[config.mk]
export PLATFORM = sky130hd
export DESIGN_NAME = edge_stamp_capture
export DESIGN_NICKNAME = d
export VERILOG_FILES = /design/src/rtl/esc_pkg.sv /design/src/rtl/esc_sync_edge.sv /design/src/rtl/esc_seg_counter.sv /design/src/rtl/esc_capture_ctl.sv /design/src/rtl/edge_stamp_capture.sv
export SDC_FILE = /design/constraint.sdc
export NUM_CORES = 1
export LEC_CHECK = 0
export ABC_AREA = 1
export ABC_CLOCK_PERIOD_IN_PS = 3450
export BUFFER_PORTS_ARGS = -buffer_cell sky130_fd_sc_hd__buf_2
export CAP_MARGIN = 20
export CORE_ASPECT_RATIO = 1.25
export CORE_MARGIN = 4
export CORE_UTILIZATION = 57
export CTS_CLUSTER_SIZE = 16
export DETAILED_ROUTE_END_ITERATION = 6
export PLACE_DENSITY = 0.86
export SLEW_MARGIN = 15
export SYNTH_ARGS = -nofsm -noshare
export SYNTH_HDL_FRONTEND = slang
export SYNTH_SLANG_ARGS = --single-unit
[constraint.sdc]
create_clock -name clk_i -period 3.45 [get_ports clk_i]
set_input_delay 0.1725 -clock clk_i [delete_from_list [all_inputs] [get_ports clk_i]]
set_output_delay 0.1725 -clock clk_i [all_outputs]
set_load 0.05 [all_outputs]
[src/rtl/esc_pkg.sv]
package esc_pkg;
   // Window state of the capture controller
   typedef enum logic {
      WIN_SHUT = 1'b0,
      WIN_OPEN = 1'b1
   } esc_win_e;

   // Default split of the counter
   localparam int ESC_SEG_W_DFLT  = 16;
   localparam int ESC_SEG_N_DFLT  = 2;
   localparam int ESC_SYNC_DFLT   = 2;
endpackage

[src/rtl/esc_sync_edge.sv]
module esc_sync_edge #(
   parameter int STAGES = 2
) (
   input  logic clk_i,
   input  logic rst_ni,
   input  logic async_i,
   output logic rise_o
);
   generate
      if (STAGES < 2) begin : g_bad_stages
         $error("esc_sync_edge: STAGES must be at least 2");
      end
   endgenerate

   logic [STAGES-1:0] sync_q;
   logic              last_q;

   always_ff @(posedge clk_i) begin
      if (!rst_ni) begin
         sync_q <= '0;
         last_q <= 1'b0;
      end else begin
         sync_q <= {sync_q[STAGES-2:0], async_i};
         last_q <= sync_q[STAGES-1];
      end
   end

   assign rise_o = sync_q[STAGES-1] & ~last_q;

   // a detected edge is a single-cycle pulse
   a_r9_rise_single: assert property (@(posedge clk_i) disable iff (!rst_ni)
      rise_o |=> !rise_o);
endmodule

[src/rtl/esc_seg_counter.sv]
module esc_seg_counter #(
   parameter int SEG_W = 16,
   parameter int SEG_N = 2,
   localparam int CNT_W = SEG_W * SEG_N,
   parameter logic [CNT_W-1:0] INIT = '0
) (
   input  logic             clk_i,
   input  logic             rst_ni,
   output logic [CNT_W-1:0] count_o
);
   generate
      if (SEG_W < 1 || SEG_N < 1) begin : g_bad_split
         $error("esc_seg_counter: SEG_W and SEG_N must be positive");
      end
   endgenerate

   logic [SEG_N:0]   carry;
   logic [SEG_W-1:0] seg_q [SEG_N];

   assign carry[0] = 1'b1;

   generate
      for (genvar gi = 0; gi < SEG_N; gi++) begin : g_seg
         always_ff @(posedge clk_i) begin
            if (!rst_ni) begin
               seg_q[gi] <= INIT[gi*SEG_W +: SEG_W];
            end else if (carry[gi]) begin
               seg_q[gi] <= seg_q[gi] + 1'b1;
            end
         end
         assign carry[gi+1] = carry[gi] & (&seg_q[gi]);
         assign count_o[gi*SEG_W +: SEG_W] = seg_q[gi];
      end
   endgenerate

   // the assembled count advances by one every cycle
   a_r2_count_step: assert property (@(posedge clk_i) disable iff (!rst_ni)
      rst_ni |=> count_o == $past(count_o) + CNT_W'(1));
endmodule

[src/rtl/esc_capture_ctl.sv]
module esc_capture_ctl
   import esc_pkg::*;
#(
   parameter int CNT_W = 32
) (
   input  logic             clk_i,
   input  logic             rst_ni,
   input  logic             rise_i,
   input  logic             arm_i,
   input  logic             rd_i,
   input  logic [CNT_W-1:0] count_i,
   output logic [CNT_W-1:0] stamp_o,
   output logic             vld_o,
   output logic             ovr_o
);
   esc_win_e         win_q;
   logic [CNT_W-1:0] stamp_q;
   logic             vld_q;
   logic             ovr_q;
   logic             take;
   logic             clash;

   assign take  = rise_i && (win_q == WIN_OPEN) && !vld_q && !rd_i;
   assign clash = rise_i && (win_q == WIN_OPEN) && vld_q && !rd_i;

   always_ff @(posedge clk_i) begin
      if (!rst_ni) begin
         win_q   <= WIN_SHUT;
         stamp_q <= '0;
         vld_q   <= 1'b0;
         ovr_q   <= 1'b0;
      end else begin
         if (rd_i) begin
            vld_q <= 1'b0;
            win_q <= WIN_SHUT;
         end else begin
            if (arm_i) win_q <= WIN_OPEN;
            if (take) begin
               stamp_q <= count_i;
               vld_q   <= 1'b1;
            end
         end
         if (arm_i)      ovr_q <= 1'b0;
         else if (clash) ovr_q <= 1'b1;
      end
   end

   assign stamp_o = stamp_q;
   assign vld_o   = vld_q;
   assign ovr_o   = ovr_q;

   // held value frozen while valid and not being read
   a_r6_stamp_frozen: assert property (@(posedge clk_i) disable iff (!rst_ni)
      (vld_q && !rd_i) |=> $stable(stamp_q));
   // read clears valid and shuts the window
   a_r7_read_clears: assert property (@(posedge clk_i) disable iff (!rst_ni)
      rd_i |=> (!vld_q && win_q == WIN_SHUT));
   // no capture can start while the window is shut
   a_r5_shut_ignored: assert property (@(posedge clk_i) disable iff (!rst_ni)
      (win_q == WIN_SHUT) |=> !$rose(vld_q));
   // overrun is sticky until an arm pulse
   a_r8_overrun_sticky: assert property (@(posedge clk_i) disable iff (!rst_ni)
      (ovr_q && !arm_i) |=> ovr_q);
endmodule

[src/rtl/edge_stamp_capture.sv]
module edge_stamp_capture #(
   parameter int SEG_W       = esc_pkg::ESC_SEG_W_DFLT,
   parameter int SEG_N       = esc_pkg::ESC_SEG_N_DFLT,
   parameter int SYNC_STAGES = esc_pkg::ESC_SYNC_DFLT,
   parameter logic [SEG_W*SEG_N-1:0] COUNT_INIT = '0
) (
   input  logic                   clk_i,
   input  logic                   rst_ni,
   input  logic                   bus_line_i,
   input  logic                   arm_i,
   input  logic                   rd_i,
   output logic [SEG_W*SEG_N-1:0] stamp_o,
   output logic                   stamp_vld_o,
   output logic                   overrun_o
);
   localparam int CNT_W = SEG_W * SEG_N;

   logic             rise;
   logic [CNT_W-1:0] count;

   esc_sync_edge #(.STAGES(SYNC_STAGES)) u_sync (
      .clk_i   (clk_i),
      .rst_ni  (rst_ni),
      .async_i (bus_line_i),
      .rise_o  (rise)
   );

   esc_seg_counter #(.SEG_W(SEG_W), .SEG_N(SEG_N), .INIT(COUNT_INIT)) u_cnt (
      .clk_i   (clk_i),
      .rst_ni  (rst_ni),
      .count_o (count)
   );

   esc_capture_ctl #(.CNT_W(CNT_W)) u_ctl (
      .clk_i   (clk_i),
      .rst_ni  (rst_ni),
      .rise_i  (rise),
      .arm_i   (arm_i),
      .rd_i    (rd_i),
      .count_i (count),
      .stamp_o (stamp_o),
      .vld_o   (stamp_vld_o),
      .ovr_o   (overrun_o)
   );
endmodule

==> summary.md, run 1 <==
| Metric | Value |
|---|---|
| Status | completed |
| Antenna violations before repair | 0 |
| Num ports | 39 |
| Post-synthesis compound-gate area fraction | 0.103 |
| Main combinational cell family by area after synthesis | simple AND/OR/NAND/NOR gates |
| Final #Nets | 421 |
| Rel. slew slack | 0.324 |
| Iter 0 DRT Violations | 214 |
| Slowest stage delay, CP | 0.61 ns |
| Inserted Clock Buffers | 9 |
| Post-route cell area | 3390 um2 |
| Buf+Inv Stages, Crit Path | 0 |
| Power Density | 455 nW/um2 |
| Global route overflow | 0 |
| Worst-path fanout max | 32 |
| Clock Skew | 0.00649 ns |
| Final Max Tran Viols | 0 |
| Fin cells | 481 |
| Multiplexer area fraction after synthesis | 0 |
| Synthesized cell area | 2990 um2 |
| Via density | 5.28 |
| Arrival @ worst endpoint | 1.93 ns |
| Initial core utilization | 0.588 |
| CP delay by family, top | simple AND/OR/NAND/NOR gates |
| Vias in the first global route | 2470 |
| Layout cells sized above 1 | 0.181 |
| Maxcap violations | 0 |
| Ant. Diodes | 0 |
| LEAKAGE | 1.34 nW |
| Setup TNS | 0 ns |
| Worst path slowest cell | nand2_1 |
| Setup violators final | 0 |
| Final RePlAce weighted congestion | 0.831 |
| Avg WL per Cell | 13.0 um |
| Final Hold Fails | 0 |
| Peak supply drop | 0.308 mV |
| Post-Synth Adder-Cell Area | 0.00838 |
| Yosys warning count | 0 |
| DP HPWL | 4.25 mm |
| Sequential share of the synthesized area | 0.523 |
| Multi-input gate area | 1250 um2 |
| Netlist cell types | 28 |
| Syn Nets | 382 |
| Commonest non-fill, non-tap cell in the layout | nand2_1 |
| Tmin final | 1.73 ns |
| Max Fclk | 0.577 GHz |
| Final Cycle Share | 0.503 |
| Port bufs | 38 |
| Die X | 72.7 um |
| Core area | 5080 um2 |
| CP most frequent cell | nand2_1 |
| Placement Cell Area | 3210 um2 |
| Full die area | 6470 um2 |
| First-pass GRT wire length | 10.7 mm |
| Worst setup EP type | flop |
| Total global-route track usage | 0.211 |
| Worst r2r path cells | 5 |
| CTS root buf | clkbuf_8 |
| Post-Syn Instances | 375 |
| RR Startpoint | u_sync.sync_q[1] |
| CTS clock-pin slew for the worst setup and hold paths | 0.07 ns |
| CTS H-tree depth | 3 |
| Routed vias | 2538 |
| Register area | 1560 um2 |
| ANT nets after route | 0 |
| CP cell instances | nand3_1 -> nor2_1 -> nand2_1 -> nand2_1 -> a21oi_1 |
| Clk buf depth | 2 |
| CP startpoint kind | flop |
| Hold Startpoint | arm_i |
| Area growth from synthesis to layout | 13.6% |
| Reg2reg end | u_ctl.stamp_o[4] |
| Placed cells | 465 |
| Post-CTS sizing | 0 |
| Die height | 88.9 um |
| Setup bufs post-CTS | 0 |
| CTS tree | done |
| Syn Area/Cell | 7.96 um2 |
| Clock latency on the worst-skew pair | 0.34 ns |
| WP data required | 3.64 ns |
| Hold crit path type | primary input to flop |
| Simple-Gate Fraction of Synth Area | 0.280 |
| R2R setup slack | 1.72 ns |
| Crit path kind | flop to flop |
| Final wirelength | 6.26 mm |
| RSZ-0062 raised after global routing | no |
| DRC Markers | 0 |
| Synth Register Bits | 70 |
| DR pass1 iterations | 4 |
| Hold Crit Depth | 2 |
| Endpoint with the worst hold slack | u_ctl.ovr_o |
| Worst-Margin Slew | 1.01 ns |
| Most frequent cells in the layout | 115 x nand2_1, 54 x dfxtp_1, 49 x a21oi_1 |
| Layout fillers | 424 |
| Clock sink count | 70 |
| Hold Buf Count CTS | 0 |
| Rows | 29 |
| Xor/xnor share of the synthesized area | 0.0264 |
| Largest net degree at the start of global routing | 46 |
-- cells in the mapped netlist, drive strengths merged --
master | number | area (um2)
o21bai | 2 | 15.0
o21ai | 6 | 30.0
xnor2 | 6 | 52.6
dfxtp | 54 | 1080
a21oi | 50 | 254
nand3 | 17 | 97.6
ha | 2 | 25.0
xor2 | 3 | 26.3
nand4 | 8 | 50.1
buf | 8 | 46.3
nor2 | 43 | 199
inv | 31 | 116
clkbuf | 4 | 15.0
edfxtp | 16 | 480
nor3 | 3 | 20.0
o21a | 1 | 7.51
nand3b | 1 | 7.51
nand2 | 117 | 444
or2 | 3 | 18.8
-- kinds of logic (layout without fill, tap and decap cells) --
logic type,count (synthesis),in the layout
and+or+nand+nor,192,192
DFF,70,70
AOI/OAI and AO/OA,59,59
adders and majority gates,2,2
xor gates and xnor gates,9,9
buffers and inverters,43,87
-- worst max-delay path by stage --
stage,startpoint,endpoint,slack (ns),cells after the start
2_1_floorplan,u_cnt.seg_q[0][0],u_cnt.seg_q[1][0],1.05,5
3_3_place_gp,u_sync.sync_q[1],u_ctl.stamp_o[16],1.81,5
3_5_place_dp,u_sync.sync_q[1],u_ctl.stamp_o[31],1.70,5
4_1_cts,u_sync.sync_q[1],u_ctl.stamp_o[4],1.69,5
5_1_grt,u_sync.sync_q[1],u_ctl.stamp_o[4],1.47,5
6_report,u_sync.sync_q[1],u_ctl.stamp_o[4],1.72,5
-- registers in the layout (all words and copies together), names as in the netlist --
register,cells
u_cnt.seg_q,32
u_ctl.ovr_o,1
u_ctl.stamp_o,32
u_ctl.vld_o,1
u_ctl.win_q,1
u_sync.last_q,1
u_sync.sync_q,2
-- per-layer routing --
metal	track usage	up-vias	share of wire
met3	0.0585	10	0.050
met5	0	-	0
li1	-	1290	-
met1	0.226	1166	0.41
met2	0.388	72	0.52
met4	0.0906	0	0.015
-- worst register-to-register path: stages, from the launching register on --
cell and delay, ns:
dfxtp_1 0.33, nand3_1 0.14, nor2_1 0.16, nand2_1 0.61, nand2_1 0.26, a21oi_1 0.09
-- through the flow --
step / util / hold slack (ns) / power, mW / setup WS (ns)
4_1_cts: 0.668 / 0.00552 / 1.55 / 1.69
3_3_place_gp: 0.632 / 0.358 / 0.940 / 1.81
2_1_floorplan: - / 0.252 / 0.926 / 1.05
6_report: 0.668 / 0.0178 / 1.54 / 1.72
5_1_grt: 0.668 / 0.0141 / 1.60 / 1.47
3_5_place_dp: 0.632 / 0.366 / 0.943 / 1.70
-- final cells by class --
type,instances,share of cell area
Multi-Input combinational cell,262,0.368
Tap cell,62,0.0229
Clock buffer,13,0.0498
Sequential cell,70,0.460
Timing Repair Buffer,40,0.0605
Inverter,31,0.0343
Clock inverter,3,0.00479
-- power by group --
group          internal, mW  switching [mW]  total [mW]
Clock                 0.318           0.298       0.617
Combinational        0.0168          0.0391      0.0559
Sequential            0.853          0.0171       0.870
Total                  1.19           0.355        1.54
(Power assumes the default switching activity.)
==> inputs of run 2 (changes only) <==
- ABC_CLOCK_PERIOD_IN_PS: 3450 -> 1810
- clock period: 3.45 -> 1.81 ns (I/O delays scaled with it)
==> run 2 against run 1 <==
  * Global-route usage rose by 0.24 points
  * Clock skew fell by 0.0014 ns
  * Sequential share of layout area fell by 0.75 points
  * Clock-buffer cell count did not move
  * Die area did not move
  * Register-to-register slack got worse by 1.5 ns
  * First-iteration DRC count fell by 27%
  * Flip-flop and latch count did not move
  * Clock power rose by 99%
  * Routed wire length rose by 1.2%
  * Critical endpoint is now u_cnt.seg_q[1][10]
  * Highest routed layer unchanged
==> summary.md, run 2 (same netlist as run 1, synthesis figures left out) <==
| Metric | Value |
|---|---|
| DR pass1 iterations | 4 (unchanged) |
| Clk buf depth | 2 (unchanged) |
| Global route overflow | 0 (unchanged) |
| Via density | 5.19 (was 5.28) |
| Port bufs | 38 (unchanged) |
| CTS clock-pin slew for the worst setup and hold paths | 0.07 ns (about the same) |
| Worst path slowest cell | edfxtp_1 (was nand2_1) |
| WP data required | 2.00 ns (was 3.64 ns) |
| CTS tree | done (unchanged) |
| Hold Startpoint | rd_i (was arm_i) |
| Endpoint with the worst hold slack | u_ctl.win_q (was u_ctl.ovr_o) |
| Area growth from synthesis to layout | 15.5% (was 13.6%) |
| Layout Utilization | 0.679 (was 0.668) |
| Maxcap violations | 0 (unchanged) |
| Iter 0 DRT Violations | 157 (was 214) |
| Post-CTS sizing | 0 (unchanged) |
| Commonest non-fill, non-tap cell in the layout | nand2_1 (unchanged) |
| Full die area | 6470 um2 (unchanged) |
| Final #Nets | 426 (was 421) |
| R2R setup slack | 0.19 ns (was 1.72 ns) |
| Worst-path fanout max | 5 (was 32) |
| Final Hold Fails | 0 (unchanged) |
| Hold Crit Depth | 3 (was 2) |
| DRC Markers | 0 (unchanged) |
| Layout cells sized above 1 | 0.189 (was 0.181) |
| Buf+Inv Stages, Crit Path | 0 (unchanged) |
| Final Cycle Share | 0.898 (was 0.503) |
| Stages on the worst setup path | 7 (was 5) |
| Worst-Margin Slew | 0.580 ns (was 1.01 ns) |
| Avg WL per Cell | 13.0 um (about the same) |
| Die X | 72.7 um (unchanged) |
| Vias in the first global route | 2485 (was 2470) |
| Hold crit path type | primary input to flop (unchanged) |
| CTS root buf | clkbuf_8 (unchanged) |
| Slowest stage delay, CP | 0.45 ns (was 0.61 ns) |
| Clock Skew | 0.00510 ns (was 0.00649 ns) |
| Reg2reg end | u_cnt.seg_q[1][10] (was u_ctl.stamp_o[4]) |
| Core area | 5080 um2 (unchanged) |
| Setup TNS | 0 ns (unchanged) |
| Antenna violations before repair | 0 (unchanged) |
| Worst r2r path cells | 7 (was 5) |
| RSZ-0062 raised after global routing | no (unchanged) |
| ANT nets after route | 0 (unchanged) |
| Rel. slew slack | 0.613 (was 0.324) |
| Final Max Tran Viols | 0 (unchanged) |
| Largest net degree at the start of global routing | 35 (was 46) |
| Most frequent cells in the layout | 115 x nand2_1, 54 x dfxtp_1, 49 x a21oi_1 (unchanged) |
| Worst setup EP type | flop (unchanged) |
| Arrival @ worst endpoint | 1.82 ns (was 1.93 ns) |
| Power Density | 870 nW/um2 (was 455 nW/um2) |
| Clock latency on the worst-skew pair | 0.34 ns (about the same) |
| Num ports | 39 (unchanged) |
| Die height | 88.9 um (unchanged) |
| Final wirelength | 6.33 mm (was 6.26 mm) |
| Final RePlAce weighted congestion | 0.848 (was 0.831) |
| Inserted Clock Buffers | 9 (unchanged) |
| DP HPWL | 4.37 mm (was 4.25 mm) |
| Max Fclk | 0.615 GHz (was 0.577 GHz) |
| Tmin final | 1.62 ns (was 1.73 ns) |
| CP delay by family, top | simple AND/OR/NAND/NOR gates (unchanged) |
| CTS H-tree depth | 3 (unchanged) |
| LEAKAGE | 1.37 nW (was 1.34 nW) |
| Clock sink count | 70 (unchanged) |
| Rows | 29 (unchanged) |
| CP most frequent cell | nand2_1 (unchanged) |
| Crit path kind | flop to flop (unchanged) |
| Status | completed (unchanged) |
| Total global-route track usage | 0.214 (was 0.211) |
| CP startpoint kind | flop (unchanged) |
| Routed vias | 2524 (was 2538) |
| Total power | 3.00 mW (was 1.54 mW) |
| Setup violators final | 0 (unchanged) |
| RR Startpoint | u_cnt.seg_q[1][0] (was u_sync.sync_q[1]) |
| Ant. Diodes | 0 (unchanged) |
| First-pass GRT wire length | 10.8 mm (was 10.7 mm) |
| Fin Hold WS | 0.0438 ns (was 0.0178 ns) |
| Initial core utilization | 0.588 (unchanged) |
| Peak supply drop | 0.574 mV (was 0.308 mV) |
| CP cell instances | ha_1 -> nand2_1 -> nor2_1 -> nand2_1 -> nor2_1 -> nand2_1 -> a21oi_1 (was nand3_1 -> nor2_1 -> nand2_1 -> nand2_1 -> a21oi_1) |
-- run 2: where the power goes --
group	switching (mW)	leakage, nW	total [mW]	internal, mW
logic	0.0763	0.679	0.115	0.0387
clock network	0.577	0.104	1.23	0.650
registers	0.0343	0.588	1.66	1.62
-- run 2: worst register-to-register path, delay by kind of cell (launching register included) --
family                   cells  cell delay (ns)
AND/OR/NAND/NOR              5             0.66
flip-flops                   1             0.45
adder cells (fa/ha/maj)      1             0.25
AO/OA/AOI/OAI                1             0.12
-- run 2: how the worst max path moves through the flow --
stage | from | to | slack, ns
global placement | u_cnt.seg_q[0][0] | u_cnt.seg_q[1][13] | 0.28
floorplan | u_cnt.seg_q[0][0] | u_cnt.seg_q[1][0] | 0.13
CTS | u_cnt.seg_q[1][0] | u_cnt.seg_q[1][10] | 0.20
global route | u_cnt.seg_q[1][0] | u_cnt.seg_q[1][10] | 0.05
detailed placement | u_cnt.seg_q[0][0] | u_cnt.seg_q[1][0] | 0.24
finish | u_cnt.seg_q[1][0] | u_cnt.seg_q[1][10] | 0.19
-- run 2: cell type report --
class	instances	area [um2]
Fill cell	424	1630
Sequential cell	70	1560
Multi-Input combinational cell	262	1250
Timing Repair Buffer	45	248
Clock buffer	13	180
Inverter	31	116
Tap cell	62	77.6
Clock inverter	3	15.0
-- run 2: through the flow --
stage / worst slack [ns] / cells / instance area (um2)
after floorplan: 0.127 / 375 / 2990
after global placement: 0.278 / 468 / 3230
after detailed placement: 0.239 / 468 / 3230
after CTS: 0.199 / 486 / 3450
after global routing: 0.0475 / 486 / 3450
final: 0.185 / 486 / 3450
-- run 2: repair_timing --
| item | CTS | global route |
|---|---|---|
| buffers inserted | 0 | 0 |
| endpoints found under the setup margin | 0 | 0 |
| hold endpoints to repair | 3 | 0 |
| hold buffers | 2 | 0 |
-- run 2: metal layers --
metal / vias to the layer above / part of all wire / global-route usage
met2: 53 / 0.53 / 0.386
met4: 0 / 0.0096 / 0.0872
met3: 7 / 0.045 / 0.0585
met5: - / 0 / 0
li1: 1300 / - / -
met1: 1164 / 0.42 / 0.236
==> inputs of run 3 (changes only) <==
- ABC_AREA: 1 -> not set
- CORE_UTILIZATION: 57 -> 56
- PLACE_DENSITY: 0.86 -> 0.85
- TNS_END_PERCENT: not set -> 20
==> run 3 against run 2 <==
  * Non-clock buffer count increased by 3
  * Synthesized area decreased by 2.0%
  * Register-to-register slack got worse by 0.06 ns
  * Sequential share of layout area increased by 0.96 points
  * Power decreased by 6.0%
  * Global-route usage decreased by 2.9 points
  * Routed wire length decreased by 12%
  * Clock power decreased by 14%
  * Hold slack improved by 0.036 ns
  * Synthesized cell count decreased by 18%
  * Sequential power about the same
==> summary.md, run 3 <==
| Metric | Value |
|---|---|
| Status | completed (unchanged) |
| ANT nets after route | 0 (unchanged) |
| Final RePlAce weighted congestion | 0.823 (was 0.848) |
| Syn Nets | 314 (was 382) |
| Setup WS post-layout | 0.122 ns (was 0.185 ns) |
| Setup TNS | 0 ns (unchanged) |
| DP HPWL | 3.73 mm (was 4.37 mm) |
| CTS H-tree depth | 3 (unchanged) |
| Post-Syn Instances | 307 (was 375) |
| Final Hold Fails | 0 (unchanged) |
| Reg2reg end | u_cnt.seg_q[1][15] (was u_cnt.seg_q[1][10]) |
| Endpoint with the worst hold slack | u_ctl.vld_o (was u_ctl.win_q) |
| Via density | 5.35 (was 5.19) |
| Clock Skew | 0.0114 ns (was 0.00510 ns) |
| Port bufs | 38 (unchanged) |
| Layout Utilization | 0.665 (was 0.679) |
| Hold Startpoint | rd_i (unchanged) |
| Iter 0 DRT Violations | 121 (was 157) |
| Max Fclk | 0.592 GHz (was 0.615 GHz) |
| Syn Area/Cell | 9.53 um2 (was 7.96 um2) |
| First-pass GRT wire length | 9.28 mm (was 10.8 mm) |
| Yosys warning count | 0 (unchanged) |
| Global route overflow | 0 (unchanged) |
| Num ports | 39 (unchanged) |
| CTS tree | done (unchanged) |
| Hold Crit Depth | 3 (unchanged) |
| RR Startpoint | u_cnt.seg_q[1][4] (was u_cnt.seg_q[1][0]) |
| LEAKAGE | 1.31 nW (was 1.37 nW) |
| Ant. Diodes | 0 (unchanged) |
| DR pass1 iterations | 4 (unchanged) |
| Main synth FF type | dfxtp_1 (unchanged) |
| Initial core utilization | 0.576 (was 0.588) |
| Hold crit path type | primary input to flop (unchanged) |
| Most frequent cells in the layout | 74 x nand2_1, 54 x dfxtp_1, 38 x buf_2 (was 115 x nand2_1, 54 x dfxtp_1, 49 x a21oi_1) |
| Sequential share of the synthesized area | 0.534 (was 0.523) |
| Arrival @ worst endpoint | 1.88 ns (was 1.82 ns) |
| Worst r2r path cells | 4 (was 7) |
| Area growth from synthesis to layout | 15.4% (was 15.5%) |
| Antenna violations before repair | 0 (unchanged) |
| Slowest stage delay, CP | 0.49 ns (was 0.45 ns) |
| Vias in the first global route | 2180 (was 2485) |
| Core area | 5080 um2 (unchanged) |
| DRC Markers | 0 (unchanged) |
| Commonest non-fill, non-tap cell in the layout | nand2_1 (unchanged) |
| Peak supply drop | 0.574 mV (about the same) |
| Inserted Clock Buffers | 9 (unchanged) |
| Clock sink count | 70 (unchanged) |
| Netlist cell types | 33 (was 28) |
| CP cell instances | and4_1 -> nand3_4 -> or3_1 -> a21oi_1 (was ha_1 -> nand2_1 -> nor2_1 -> nand2_1 -> nor2_1 -> nand2_1 -> a21oi_1) |
| Setup violators final | 0 (unchanged) |
| Routed vias | 2231 (was 2524) |
| Final Max Tran Viols | 0 (unchanged) |
| Clock latency on the worst-skew pair | 0.34 ns (about the same) |
| Worst path slowest cell | edfxtp_1 (unchanged) |
| Final wirelength | 5.60 mm (was 6.33 mm) |
| Maxcap violations | 0 (unchanged) |
| Die height | 88.8 um (was 88.9 um) |
| Clk buf depth | 2 (unchanged) |
| Rows | 29 (unchanged) |
| Tmin final | 1.69 ns (was 1.62 ns) |
| Die X | 72.7 um (about the same) |
| Rel. slew slack | 0.770 (was 0.613) |
| Full die area | 6450 um2 (was 6470 um2) |
| Worst setup EP type | flop (unchanged) |
| Largest net degree at the start of global routing | 34 (was 35) |
| Total global-route track usage | 0.184 (was 0.214) |
| Most frequent cell after synthesis | nand2_1 (unchanged) |
| Commonest cells in the netlist | 74 x nand2_1, 54 x dfxtp_1, 20 x a21boi_0 (was 115 x nand2_1, 54 x dfxtp_1, 49 x a21oi_1) |
| R2R setup slack | 0.12 ns (was 0.19 ns) |
| Layout fillers | 433 (was 424) |
| EDFF count, synth | 16 (unchanged) |
| Worst-path fanout max | 7 (was 5) |
| Final Cycle Share | 0.933 (was 0.898) |
| Synth area leader | dfxtp_1 (unchanged) |
| Layout cells sized above 1 | 0.183 (was 0.189) |
| CTS clock-pin slew for the worst setup and hold paths | 0.07 ns (about the same) |
| Final #Nets | 358 (was 426) |
| Top-area cell type share of the netlist area | 0.369 (was 0.362) |
| Power Density | 835 nW/um2 (was 870 nW/um2) |
| WP data required | 2.00 ns (about the same) |
| Area contributors post-synth | dfxtp_1 37%, edfxtp_1 16%, nand2_1 9.5%, a21boi_0 5.1%, xor2_1 5.1% (was dfxtp_1 36%, edfxtp_1 16%, nand2_1 14%, a21oi_1 8.2%, nor2_1 4.0%) |
| CTS root buf | clkbuf_8 (unchanged) |
| Worst-Margin Slew | 0.342 ns (was 0.580 ns) |
| Async set-reset flop share out of synthesis | 0 (unchanged) |
| Setup WS pre-CTS | 0.0772 ns (was 0.239 ns) |
| Synthesized cell area | 2930 um2 (was 2990 um2) |
| Synth Register Bits | 70 (unchanged) |
| Crit path kind | flop to flop (unchanged) |
| RSZ-0062 raised after global routing | no (unchanged) |
| CP startpoint kind | flop (unchanged) |
| Avg WL per Cell | 13.4 um (was 13.0 um) |
run 3: timing repair:
action                                 CTS  global route
endpoints found under the hold margin    3             0
hold buffers                             2             0
setup endpoints to repair                0            12
setup buffers                            0             2
gates resized for setup                  0             1
run 3: kinds of logic (layout without fill, tap and decap cells):
group | Yosys count | count (layout) | share of synthesized area
XOR/XNOR | 25 | 25 | 0.0748
AND/OR/NAND/NOR | 155 | 155 | 0.261
adder cells (fa/ha/maj) | 2 | 2 | 0.00855
flip-flops | 70 | 70 | 0.534
AO/OA/AOI/OAI | 37 | 37 | 0.0915
buffers and inverters | 17 | 65 | 0.0274
multiplexers | 1 | 1 | 0.00342
run 3: per-layer routing:
metal | vias to the layer above | part of all wire | global-route usage
li1 | 1127 | - | -
met1 | 1049 | 0.42 | 0.195
met2 | 44 | 0.52 | 0.331
met3 | 11 | 0.040 | 0.0545
met4 | 0 | 0.019 | 0.0923
met5 | - | 0 | 0
run 3: layout make-up:
class,count,area [um2],share of cell area
Sequential cell,70,1560,0.462
Multi-Input combinational cell,220,1290,0.382
Timing Repair Buffer,48,283,0.0837
Clock buffer,13,149,0.0441
Tap cell,62,77.6,0.0230
Clock inverter,2,10.0,0.00296
Inverter,2,7.51,0.00222
run 3: report_power, final:
part	internal (mW)	total, mW	switching [mW]
registers	1.63	1.66	0.0350
logic	0.0477	0.105	0.0568
clock network	0.525	1.06	0.532
run 3: metrics by stage:
| stage | hold slack (ns) | instance area, um2 | total power, mW | cells |
|---|---|---|---|---|
| 4_1_cts | 0.0564 | 3360 | 2.84 | 415 |
| 3_3_place_gp | 0.270 | 3180 | 1.79 | 398 |
| 5_1_grt | 0.0909 | 3380 | 2.94 | 417 |
| 3_5_place_dp | 0.272 | 3180 | 1.79 | 398 |
| 6_report | 0.0795 | 3380 | 2.82 | 417 |
| 2_1_floorplan | 0.167 | 2930 | 1.76 | 307 |
run 3: worst max path at each step:
stage,startpoint,endpoint,slack (ns)
after CTS,u_cnt.seg_q[0][0],u_cnt.seg_q[1][15],0.07
after detailed placement,u_cnt.seg_q[0][0],u_cnt.seg_q[1][15],0.08
final,u_cnt.seg_q[1][4],u_cnt.seg_q[1][15],0.12
after global routing,u_cnt.seg_q[0][0],u_cnt.seg_q[1][11],0.01
after floorplan,u_cnt.seg_q[0][0],u_cnt.seg_q[1][0],0.13
after global placement,u_cnt.seg_q[0][0],u_cnt.seg_q[1][15],0.24
run 3: worst max-delay path: cells and delay by family, from the launching register on:
| family | cells | cell delay [ns] |
|---|---|---|
| AO/OA/AOI/OAI | 1 | 0.16 |
| flip-flops | 1 | 0.49 |
| AND/OR/NAND/NOR | 3 | 0.90 |
